<file path="config.mk">
export PLATFORM = sky130hd
export DESIGN_NAME = aux_req_packer
export DESIGN_NICKNAME = d
export VERILOG_FILES = /design/src/rtl/aux_req_packer.sv
export SDC_FILE = /design/constraint.sdc
export NUM_CORES = 1
export LEC_CHECK = 0
export ABC_AREA = 1
export CAP_MARGIN = 20
export CORE_MARGIN = 2
export CORE_UTILIZATION = 40
export CTS_BUF_LIST = sky130_fd_sc_hd__clkbuf_4
export DETAILED_ROUTE_END_ITERATION = 10
export GPL_TIMING_DRIVEN = 0
export PLACE_DENSITY_LB_ADDON = 0.05
export SLEW_MARGIN = 15
export SYNTH_ARGS = -nofsm -noshare
export SYNTH_HDL_FRONTEND = slang
export SYNTH_SLANG_ARGS = --single-unit
</file>
<file path="constraint.sdc">
create_clock -name clk -period 3.3 [get_ports clk]
set_input_delay 0.66 -clock clk [delete_from_list [all_inputs] [get_ports clk]]
set_output_delay 0.66 -clock clk [all_outputs]
set_load 0.01 [all_outputs]
</file>
<file path="src/rtl/aux_req_packer.sv">
module aux_req_packer #(
  parameter int RD_MAX = 16,
  parameter int WR_MAX = 12,
  parameter int LEN_W  = 5
) (
  input  logic                  clk,
  input  logic                  rst_n,
  input  logic                  req_valid,
  output logic                  req_ready,
  input  logic [19:0]           req_addr,
  input  logic [3:0]            req_cmd,
  input  logic [LEN_W-1:0]      req_len,
  input  logic [8*RD_MAX-1:0]   req_data,
  output logic                  tx_valid,
  input  logic                  tx_ready,
  output logic [7:0]            tx_data,
  output logic                  tx_last,
  input  logic                  rsp_valid,
  input  logic [7:0]            rsp_status,
  input  logic [LEN_W-1:0]      rsp_count,
  output logic                  busy,
  output logic                  done_valid,
  output logic [2:0]            done_code,
  output logic [3:0]            done_reply,
  output logic [LEN_W-1:0]      done_len
);

  localparam int HDR   = 4;
  localparam int IDX_W = $clog2(RD_MAX + HDR + 1);
  localparam logic [2:0] OC_OK = 3'd0, OC_TMO = 3'd1, OC_FLG = 3'd2,
                         OC_ERR = 3'd3, OC_INV = 3'd4, OC_BIG = 3'd5;

  typedef enum logic [1:0] {S_IDLE, S_SEND, S_WAIT} state_t;

  state_t               st_q;
  logic [19:0]          addr_q;
  logic [3:0]           cmd_q;
  logic [LEN_W-1:0]     len_q;
  logic                 wr_q;
  logic [8*RD_MAX-1:0]  data_q;
  logic [IDX_W-1:0]     idx_q, ntx_q;

  logic [3:0] base;
  logic       is_wr, is_rd, too_long, bad_cmd, wr_long, reject, accept;
  logic [IDX_W-1:0] ntx_d, pidx;
  logic [LEN_W:0]   tot;
  logic [7:0]       hdr3, pay_byte;
  logic [LEN_W-1:0] clamp;

  assign base     = req_cmd & 4'b1011;
  assign is_wr    = (base == 4'h8) || (base == 4'h0) || (base == 4'h2);
  assign is_rd    = (base == 4'h9) || (base == 4'h1);
  assign too_long = req_len > LEN_W'(RD_MAX);
  assign bad_cmd  = !is_wr && !is_rd;
  assign wr_long  = is_wr && (req_len > LEN_W'(WR_MAX));
  assign reject   = too_long || bad_cmd || wr_long;

  assign busy      = (st_q != S_IDLE);
  assign req_ready = !busy;
  assign accept    = req_valid && req_ready;
  assign ntx_d     = is_wr ? IDX_W'(HDR) + IDX_W'(req_len) : IDX_W'(HDR);

  assign tot  = (LEN_W+1)'(HDR) + (LEN_W+1)'(len_q);
  assign hdr3 = (len_q == '0) ? 8'h30
              : {(wr_q ? tot[3:0] : 4'd4), 4'(len_q - 1'b1)};
  assign pidx     = idx_q - IDX_W'(HDR);
  assign pay_byte = data_q[{pidx, 3'b000} +: 8];

  always_comb begin
    case (idx_q)
      IDX_W'(0): tx_data = addr_q[7:0];
      IDX_W'(1): tx_data = addr_q[15:8];
      IDX_W'(2): tx_data = {cmd_q, addr_q[19:16]};
      IDX_W'(3): tx_data = hdr3;
      default:   tx_data = pay_byte;
    endcase
  end

  assign tx_valid = (st_q == S_SEND);
  assign tx_last  = tx_valid && (idx_q == ntx_q - 1'b1);
  assign clamp    = (rsp_count > len_q) ? len_q : rsp_count;

  always_ff @(posedge clk) begin
    if (!rst_n) begin
      st_q       <= S_IDLE;
      addr_q     <= '0;
      cmd_q      <= '0;
      len_q      <= '0;
      wr_q       <= 1'b0;
      data_q     <= '0;
      idx_q      <= '0;
      ntx_q      <= '0;
      done_valid <= 1'b0;
      done_code  <= OC_OK;
      done_reply <= '0;
      done_len   <= '0;
    end else begin
      done_valid <= 1'b0;
      case (st_q)
        S_IDLE: if (accept) begin
          if (reject) begin
            done_valid <= 1'b1;
            done_code  <= too_long ? OC_BIG : (bad_cmd ? OC_INV : OC_BIG);
            done_reply <= '0;
            done_len   <= '0;
          end else begin
            st_q   <= S_SEND;
            addr_q <= req_addr;
            cmd_q  <= req_cmd;
            len_q  <= req_len;
            wr_q   <= is_wr;
            data_q <= req_data;
            idx_q  <= '0;
            ntx_q  <= ntx_d;
          end
        end
        S_SEND: if (tx_ready) begin
          if (tx_last) st_q <= S_WAIT;
          else         idx_q <= idx_q + 1'b1;
        end
        S_WAIT: if (rsp_valid) begin
          st_q       <= S_IDLE;
          done_valid <= 1'b1;
          done_reply <= '0;
          done_len   <= '0;
          case (rsp_status)
            8'd1:    done_code <= OC_TMO;
            8'd2:    done_code <= OC_FLG;
            8'd3:    done_code <= OC_ERR;
            default: begin
              done_code  <= OC_OK;
              done_reply <= rsp_status[7:4];
              done_len   <= wr_q ? len_q : clamp;
            end
          endcase
        end
        default: st_q <= S_IDLE;
      endcase
    end
  end


  hdr_addr_lo_chk: assert property (@(posedge clk) disable iff (!rst_n)
    (accept && !reject) |=> (tx_valid && tx_data == $past(req_addr[7:0])));


  reject_idle_chk: assert property (@(posedge clk) disable iff (!rst_n)
    (accept && reject) |=> (done_valid && !busy && !tx_valid && done_code >= OC_INV));


  tx_hold_chk: assert property (@(posedge clk) disable iff (!rst_n)
    (tx_valid && !tx_ready) |=> (tx_valid && $stable(tx_data) && $stable(tx_last)));


  ok_reply_chk: assert property (@(posedge clk) disable iff (!rst_n)
    (st_q == S_WAIT && rsp_valid && !(rsp_status inside {8'd1, 8'd2, 8'd3}))
    |=> (done_valid && done_code == OC_OK && done_reply == $past(rsp_status[7:4])));


  busy_block_chk: assert property (@(posedge clk) disable iff (!rst_n)
    busy |-> !req_ready);


  done_pulse_chk: assert property (@(posedge clk) disable iff (!rst_n)
    done_valid |=> !done_valid);


  no_tx_wait_chk: assert property (@(posedge clk) disable iff (!rst_n)
    (tx_valid && tx_ready && tx_last) |=> (!tx_valid && busy));

endmodule

</file>
; ---- After elaboration in Yosys (flattened, before gate mapping)
; Cells that the tools add are included.
[word_totals]
n_memories = 0
output_inout_bits = 25
register_bits = 183
mem_bits_ro = 0
word_cells = 105
mem_bits_rw = 0
latch_bits = 0
input_bits = 175
[op_classes]
magnitude_cmp = 3
n_eq_ne = 20
n_mux = 38
add_sub_neg = 6
multipliers = 0
n_reduce_logical = 24
bitwise = 1
shift = 1
n_div = 0
[ops]
columns = cell, count
row1 = $shiftx 128x9->8, 1
row2 = $mux 5, 11
row3 = $pmux 8 s4, 1
row4 = $mux 4, 5
row5 = $pmux 5 s2, 2
row6 = $eq 8x2->1 const B, 2
row7 = $pmux 2 s3, 2
row8 = $eq 5x2->1 const B, 2
row9 = $logic_not 5->1, 2
row10 = $mux 2, 5
row11 = $ne 2x2->1 const B, 5
row12 = $reduce_and 5->1, 2
row13 = $mux 3, 3
row14 = $eq 8x1->1 const B, 1
row15 = $mux 8, 1
row16 = $pmux 4 s2, 1
row17 = $eq 3x3->1 const B, 2
row18 = $pmux 3 s2, 1
row19 = $reduce_bool 2->1, 3
row20 = $add 3x5->5 const A, 1
row21 = $add 5x1->5 const B, 1
row22 = $eq 5x1->1 const B, 1
row23 = $eq 5x5->1, 1
row24 = $gt 5x4->1 const B, 1
row25 = 22 further kinds, 36

; ---- Depth between registers and ports, before layout
; Gate-level depths: netlist (run 1).
[logic_depth]
ltp_word = 10
ltp_mapped = 13
depth_no_buf = 13

; ---- Least setup slack after synthesis (run 1)
; No wires, ideal clock.
[synth_timing]
kind = reg-to-output
start = register idx_q[2]
end = output port tx_data[1]
arrival_ns = 2.040
setup_slack_ns = 0.600
path_stages_with_launch = 14
t_required_ns = 2.640
cell_sequence = dfxtp_1 buf_2 inv_1 clkbuf_1 ha_1 nand2_1 nor2_1 inv_1 nand4_1 nor2_1 inv_1 a21oi_1 o31ai_1 nand2_1
[synth_between]
elab_chain_len = 3
word_cells_on_any_way = 7
[synth_rtl]
columns = element, line
row1 = "start, declared", 41  ; logic [IDX_W-1:0] idx_q, ntx_q;
row2 = "start signal, assigned", 119  ; else idx_q <= idx_q + 1'b1;
row3 = $sub 5x3->5, 66  ; assign pidx = idx_q - IDX_W'(HDR);
row4 = $shiftx 128x9->8, 67  ; assign pay_byte = data_q[{pidx, 3'b000} +: 8];
row5 = $pmux 8 s4 (*), 70  ; case (idx_q)
row6 = "end, declared", 16  ; output logic [7:0] tx_data,
; Every way passes the cells marked *; elsewhere a longest branch is shown, timed or not.

; ---- Final worst setup path (run 1)
[layout_timing]
start = register idx_q[0]
end = output port tx_data[5]
; Same word-level chain as after synthesis.

==> results.sh, run 1 <==
export IMPL_numCtsBuffers=17
export IMPL_viasPerCell=5.186
export IMPL_cts_tree="yes"
export IMPL_dp_slack_ps=-686.5
export IMPL_tightest_slew_ps=733.2
export IMPL_wl_met3_mm=2.061
export IMPL_synth_edf_count=0
export IMPL_clock_sinks=183
export IMPL_met1Wirelength_mm=13.60
export IMPL_top_layer="met4"
export IMPL_slew_viol_final=0
export IMPL_drv_cap=0
export IMPL_max_freq_mhz=300.6
export IMPL_hp_start="data_q[118]$_SDFFE_PN0P_"
export IMPL_grt_pass1_vias=8508
export IMPL_worst_slack_ps=-26.29
export IMPL_finalHoldViolCount=0
export IMPL_wl_met2_mm=13.60
export IMPL_r2r_start="len_q[2]$_SDFFE_PN0P_"
export IMPL_path_class="reg2out"
export IMPL_power_w=0.007798
export IMPL_crit_path_end_kind="output port"
export IMPL_grt_total_usage_pct=26.24
export IMPL_synth_ff_type="dfxtp_1"
export IMPL_synth_area_leader_cell="dfxtp_1"
export IMPL_finalCritPeriodShare_pct=100.8
export IMPL_antenna_found_initial=1
export IMPL_wire_per_inst_um=17.06
export IMPL_root_buffer="clkbuf_4"
export IMPL_vias=9080
export IMPL_min_to="data_q[118]$_SDFFE_PN0P_"
export IMPL_drcViolationCount=0
export IMPL_cp_start_kind="flop"
export IMPL_hold_class="reg2reg"
export IMPL_path_max_fanout=7
export IMPL_layout_drive_gt1_share_pct=11.19
export IMPL_synth_commonest_cells="226 x o21ai_0, 190 x a21oi_1, 183 x dfxtp_1"
export IMPL_synthToLayoutAreaGrowth_pct=36.97
export IMPL_rr_worst_depth=10
export IMPL_grt_pass1_wl_mm=45.19
export IMPL_syn_nets=1410
export IMPL_yosysMostFrequentCell="o21ai_0"
export IMPL_io_buffers=199
export IMPL_arrival_ps=2670
export IMPL_rr_endpoint="done_len[2]$_SDFFE_PN0P_"
export IMPL_stdcell_area_mm2=0.01169
export IMPL_synth_cell_type_count=32
export IMPL_placed_cell_area_mm2=0.01087
export IMPL_placement_rows=53
export IMPL_synth_area_leaders="dfxtp_1 43%, o21ai_0 13%, a21oi_1 11%, nor2_1 8.0%, inv_1 5.4%"
export IMPL_grt_max_degree=17
export IMPL_async_reset_ff_share_pct=0
export IMPL_synth_top_area_share_pct=42.92
export IMPL_ant_nets=0
export IMPL_cellLeakagePower_nw=4.666
export IMPL_ctsHoldBuffers=0
export IMPL_cts_buffer_depth=2
export IMPL_initial_core_util_pct=40.73
export IMPL_ys_seq_elements=183
export IMPL_outcome="finished with violations"
export IMPL_yosys_warnings=0
export IMPL_r2r_slack_ps=1150
export IMPL_power_density_mw_per_mm2=667.0
export IMPL_first_iter_violations=779
export IMPL_syn_avg_cell_area_um2=7.008
export IMPL_violations="setup timing"
export IMPL_finalWirelength_mm=29.86
export IMPL_die_x_um=150.1
export IMPL_syn_instance_count=1218
export IMPL_min_period_ps=3326
export IMPL_timing_slew_headroom_pct=51.12
export IMPL_ys_seq_area_share_pct=42.92
export IMPL_fin_skew_ps=19.97
export IMPL_pin_count=200
export IMPL_ir_drop_v=0.0002776
export IMPL_crit_required_ps=2640
export IMPL_finalHoldWorstSlack_ps=463.8
export IMPL_dp_final_hpwl_mm=21.75
export IMPL_dr_pass1_iters=6
export IMPL_syn_area_mm2=0.008536
export IMPL_die_h_um=150.1
export IMPL_path_clk_slew_ps=150
export IMPL_gp_congestion=0.9025
export IMPL_whs_path_depth=2
export IMPL_htreeDepth=4
export IMPL_rsz0062_at_grt="yes"
export IMPL_core_mm2=0.02096
export IMPL_die_area_mm2=0.02252
export IMPL_grt_ovfl_total=0
export IMPL_final_nets=1654
export IMPL_insertion_delay_ps=600
export IMPL_finalSetupViolCount=1
export IMPL_post_route_util_pct=55.79
==> worst max-delay path by stage <==
| stage | endpoint | from | depth (start not counted) |
|---|---|---|---|
| finish | tx_data[5] | idx_q[0]$_SDFFE_PN0P_ | 12 |
| global route | tx_data[5] | idx_q[0]$_SDFFE_PN0P_ | 12 |
| CTS | tx_data[5] | idx_q[1]$_SDFFE_PN0P_ | 14 |
| detailed placement | tx_data[5] | idx_q[2]$_SDFFE_PN0P_ | 14 |
| global placement | tx_data[5] | idx_q[2]$_SDFFE_PN0P_ | 14 |
| floorplan | tx_data[1] | idx_q[2]$_SDFFE_PN0P_ | 13 |
==> state kept, by name (all words and copies together) (netlist names), 3 cells and up <==
signal,count
data_q,128
len_q,5
idx_q,5
done_reply,4
ntx_q,5
cmd_q,4
done_len,5
addr_q,20
done_code,3
==> worst max-delay path: stages (launching register included) <==
cell	delay [ps]
dfxtp_2	380
buf_8	130
clkinv_8	60
clkbuf_16	150
ha_1	230
nand3_4	90
nand4_1	170
nor2_4	170
clkinv_4	140
a21oi_4	170
o31ai_4	110
nand2_1	120
buf_2	140
==> stage by stage <==
| stage | cells | setup TNS (ps) |
|---|---|---|
| finish | 1751 | -26.29 |
| global route | 1751 | -653.6 |
| CTS | 1740 | 0 |
| detailed placement | 1692 | -4995 |
| global placement | 1692 | -4783 |
| floorplan | 1218 | 0 |
==> timing repair <==
action / in CTS / in global routing
gates resized for setup: 113 / 27
gates cloned: 0 / 0
pin swaps: 13 / 14
endpoints found under the setup margin: 8 / 9
setup buffers: 16 / 10
==> cell usage in the layout, fill, tap and decap left out, drive strengths merged, types with 2 or more instances in the layout <==
cell	instances
o211ai	3
a211oi	4
clkbuf	64
o31ai	7
ha	17
a221oi	4
bufinv	2
buf	69
clkdlybuf4s50	190
xor2	2
o21ai	228
inv	127
nand2	120
clkinv	11
nand4	6
a21oi	191
xnor2	2
nand3	43
clkinvlp	2
o22ai	10
dfxtp	183
nor2	184
==> area by class of cell <==
type | instances | area (um2)
Multi-Input combinational cell | 826 | 4245
Buffer | 81 | 485.5
Tap cell | 275 | 344.1
Timing Repair Buffer | 225 | 2150
Clock buffer | 18 | 135.1
Fill cell | 2164 | 9264
Inverter | 128 | 510.5
Antenna cell | 1 | 2.502
Sequential cell | 183 | 3669
Clock inverter | 14 | 150.1
==> cell families after synthesis <==
kind of cell	Yosys count	share of synthesized area, %
simple gates	355	16.73
flops	183	42.92
compound gates	450	27.24
buf+inv	209	10.22
xor+xnor	4	0.4105
fa+ha+maj	17	2.492
==> metal layers <==
metal / vias to the layer above / track usage (%)
met5: - / 0
met3: 48 / 3.537
li1: 4536 / -
met2: 350 / 42.03
met1: 4146 / 36.72
met4: 0 / 8.066
==> power by group <==
part	total, W	switching [W]	internal (W)
Clock	0.00130	0.000838	0.000464
Sequential	0.00263	0.000142	0.00249
Combinational	0.00387	0.00236	0.00151
Total	0.00780	0.00334	0.00446
Note: power is estimated with default switching activity, not from simulation.
==> run 2: changes to the inputs <==
--- a/config.mk
+++ b/config.mk
@@ -9,7 +9,7 @@
 export CAP_MARGIN = 20
 export CORE_MARGIN = 2
 export CORE_UTILIZATION = 40
-export CTS_BUF_LIST = sky130_fd_sc_hd__clkbuf_4
+export CTS_BUF_LIST = sky130_fd_sc_hd__clkbuf_16
 export DETAILED_ROUTE_END_ITERATION = 10
 export GPL_TIMING_DRIVEN = 0
 export PLACE_DENSITY_LB_ADDON = 0.05
==> results.sh, run 2 (synthesis gave the netlist of run 1 again) <==
export IMPL_root_buffer="clkbuf_16"
export IMPL_finalSetupViolCount=0
export IMPL_cts_buffer_depth=2
export IMPL_path_clk_slew_ps=70
export IMPL_top_regs="data_q: 128 flops, addr_q: 20 flops"
export IMPL_placed_cell_area_mm2=0.01087
export IMPL_layout_drive_gt1_share_pct=8.991
export IMPL_cellLeakagePower_nw=4.649
export IMPL_finalCritPeriodShare_pct=98.78
export IMPL_rr_endpoint="done_len[2]$_SDFFE_PN0P_"
export IMPL_crit_path_end_kind="output port"
export IMPL_diodes=0
export IMPL_path_max_fanout=10
export IMPL_grt_pass1_vias=8514
export IMPL_pin_count=200
export IMPL_initial_core_util_pct=40.73
export IMPL_power_w=0.008147
export IMPL_first_iter_violations=829
export IMPL_synthToLayoutAreaGrowth_pct=37.10
export IMPL_clock_sinks=183
export IMPL_gp_congestion=0.9025
export IMPL_io_buffers=199
export IMPL_cts_tree="yes"
export IMPL_drcViolationCount=0
export IMPL_htreeDepth=4
export IMPL_die_x_um=150.1
export IMPL_placement_rows=53
export IMPL_r2r_slack_ps=1160
export IMPL_die_h_um=150.1
export IMPL_grt_ovfl_total=0
export IMPL_numCtsBuffers=17
export IMPL_stdcell_area_mm2=0.01170
export IMPL_hp_start="data_q[118]$_SDFFE_PN0P_"
export IMPL_path_class="reg2out"
export IMPL_power_density_mw_per_mm2=696.1
export IMPL_finalHoldViolCount=0
export IMPL_final_nets=1636
export IMPL_outcome="finished clean"
export IMPL_r2r_start="len_q[2]$_SDFFE_PN0P_"
export IMPL_cp_start_kind="flop"
export IMPL_min_period_ps=3260
export IMPL_dp_final_hpwl_mm=21.75
export IMPL_timing_slew_headroom_pct=52.48
export IMPL_grt_total_usage_pct=25.99
export IMPL_multi_input_area_mm2=0.004135
export IMPL_final_common_cell="o21ai_0"
export IMPL_finalWirelength_mm=29.54
export IMPL_layout_common_cells="225 x o21ai_0, 191 x clkdlybuf4s50_1, 183 x a21oi_1"
export IMPL_vias=8934
export IMPL_grt_pass1_wl_mm=44.69
export IMPL_crit_required_ps=2640
export IMPL_ctsHoldBuffers=0
export IMPL_wire_per_inst_um=17.05
export IMPL_viasPerCell=5.158
export IMPL_area_sequential_mm2=0.003670
export IMPL_antenna_found_initial=0
export IMPL_drv_cap=0
export IMPL_min_to="data_q[118]$_SDFFE_PN0P_"
export IMPL_regMostFlops="data_q"
export IMPL_grt_max_degree=17
export IMPL_largest_reg_flops=128
export IMPL_ir_drop_v=0.0004124
export IMPL_tightest_slew_ps=712.9
export IMPL_insertion_delay_ps=430
export IMPL_slew_viol_final=0
export IMPL_dr_pass1_iters=8
export IMPL_arrival_ps=2600
export IMPL_fin_skew_ps=9.709
export IMPL_max_freq_mhz=306.8
export IMPL_rr_worst_depth=10
export IMPL_core_mm2=0.02096
export IMPL_fillerInstances=2157
export IMPL_die_area_mm2=0.02252
export IMPL_hold_class="reg2reg"
export IMPL_ant_nets=0
export IMPL_rsz0062_at_grt="yes"
export IMPL_whs_path_depth=2
==> run 2: cell types whose count changed in the layout (fill, tap and decap cells not counted), sizes merged <==
| cell | delta |
|---|---|
| buf | -23 |
| inv | +3 |
| clkdlybuf4s15 | +2 |
| clkinv | -2 |
| clkbuf | +1 |
| clkdlybuf4s50 | +1 |
| diode | -1 |
| dlygate4sd2 | +1 |
| dlymetal6s2s | -1 |
==> run 2: what timing repair did <==
| action | CTS | global route |
|---|---|---|
| endpoints found under the setup margin | 8 | 8 |
| cloned | 0 | 0 |
| pin swaps | 4 | 5 |
| gates resized for setup | 67 | 25 |
| setup buffers | 5 | 5 |
==> run 2: final cells by class <==
type | instances | area share [%]
Sequential cell | 183 | 31.36
Clock inverter | 15 | 1.315
Tap cell | 275 | 2.940
Multi-Input combinational cell | 826 | 35.34
Clock buffer | 17 | 3.635
Inverter | 128 | 4.255
Buffer | 79 | 3.699
Timing Repair Buffer | 209 | 17.46
==> run 2: metrics by stage <==
stage          util (%)  setup WS, ps  TNS [ps]  hold WS (ps)  cells
3_3_place_gp      51.88        -658.8     -4783         439.6   1692
6_report          55.85         40.11         0         453.4   1732
2_1_floorplan         -         600.1         0         429.2   1218
4_1_cts           55.57         1.676         0         455.9   1729
3_5_place_dp      51.88        -686.5     -4995         446.4   1692
5_1_grt           55.85        -40.03    -40.03         477.2   1732
==> run 2: per-layer routing <==
metal / vias to the layer above / track usage, % / share of wire (%)
met1: 4065 / 36.22 / 46
met2: 331 / 40.48 / 45
li1: 4494 / - / -
met5: - / 0 / 0
met3: 44 / 3.994 / 6.4
met4: 0 / 9.953 / 2.8
==> run 2: worst max-delay path, cell delays in order, from the launching register on <==
cell	delay [ps]
dfxtp_2	350
buf_6	140
buf_2	260
clkbuf_1	470
o21ai_0	200
a21oi_1	290
o31ai_2	120
nand2_1	110
clkdlybuf4s15_2	220
==> run 2: worst max path at each step <==
stage / from / end / cells past startpoint / slack [ps]
6_report: idx_q[0]$_SDFFE_PN0P_ / tx_data[7] / 8 / 40
5_1_grt: idx_q[0]$_SDFFE_PN0P_ / tx_data[7] / 8 / -40
4_1_cts: idx_q[0]$_SDFFE_PN0P_ / tx_data[5] / 14 / 2
3_5_place_dp: idx_q[2]$_SDFFE_PN0P_ / tx_data[5] / 14 / -690
3_3_place_gp: idx_q[2]$_SDFFE_PN0P_ / tx_data[5] / 14 / -660
2_1_floorplan: idx_q[2]$_SDFFE_PN0P_ / tx_data[1] / 13 / 600
==> run 2: power breakdown <==
group          internal [W]  leakage [nW]  switching, W
sequential          0.00249          1.49      0.000144
clock               0.00112         0.283      0.000927
combinational       0.00129          2.87       0.00218
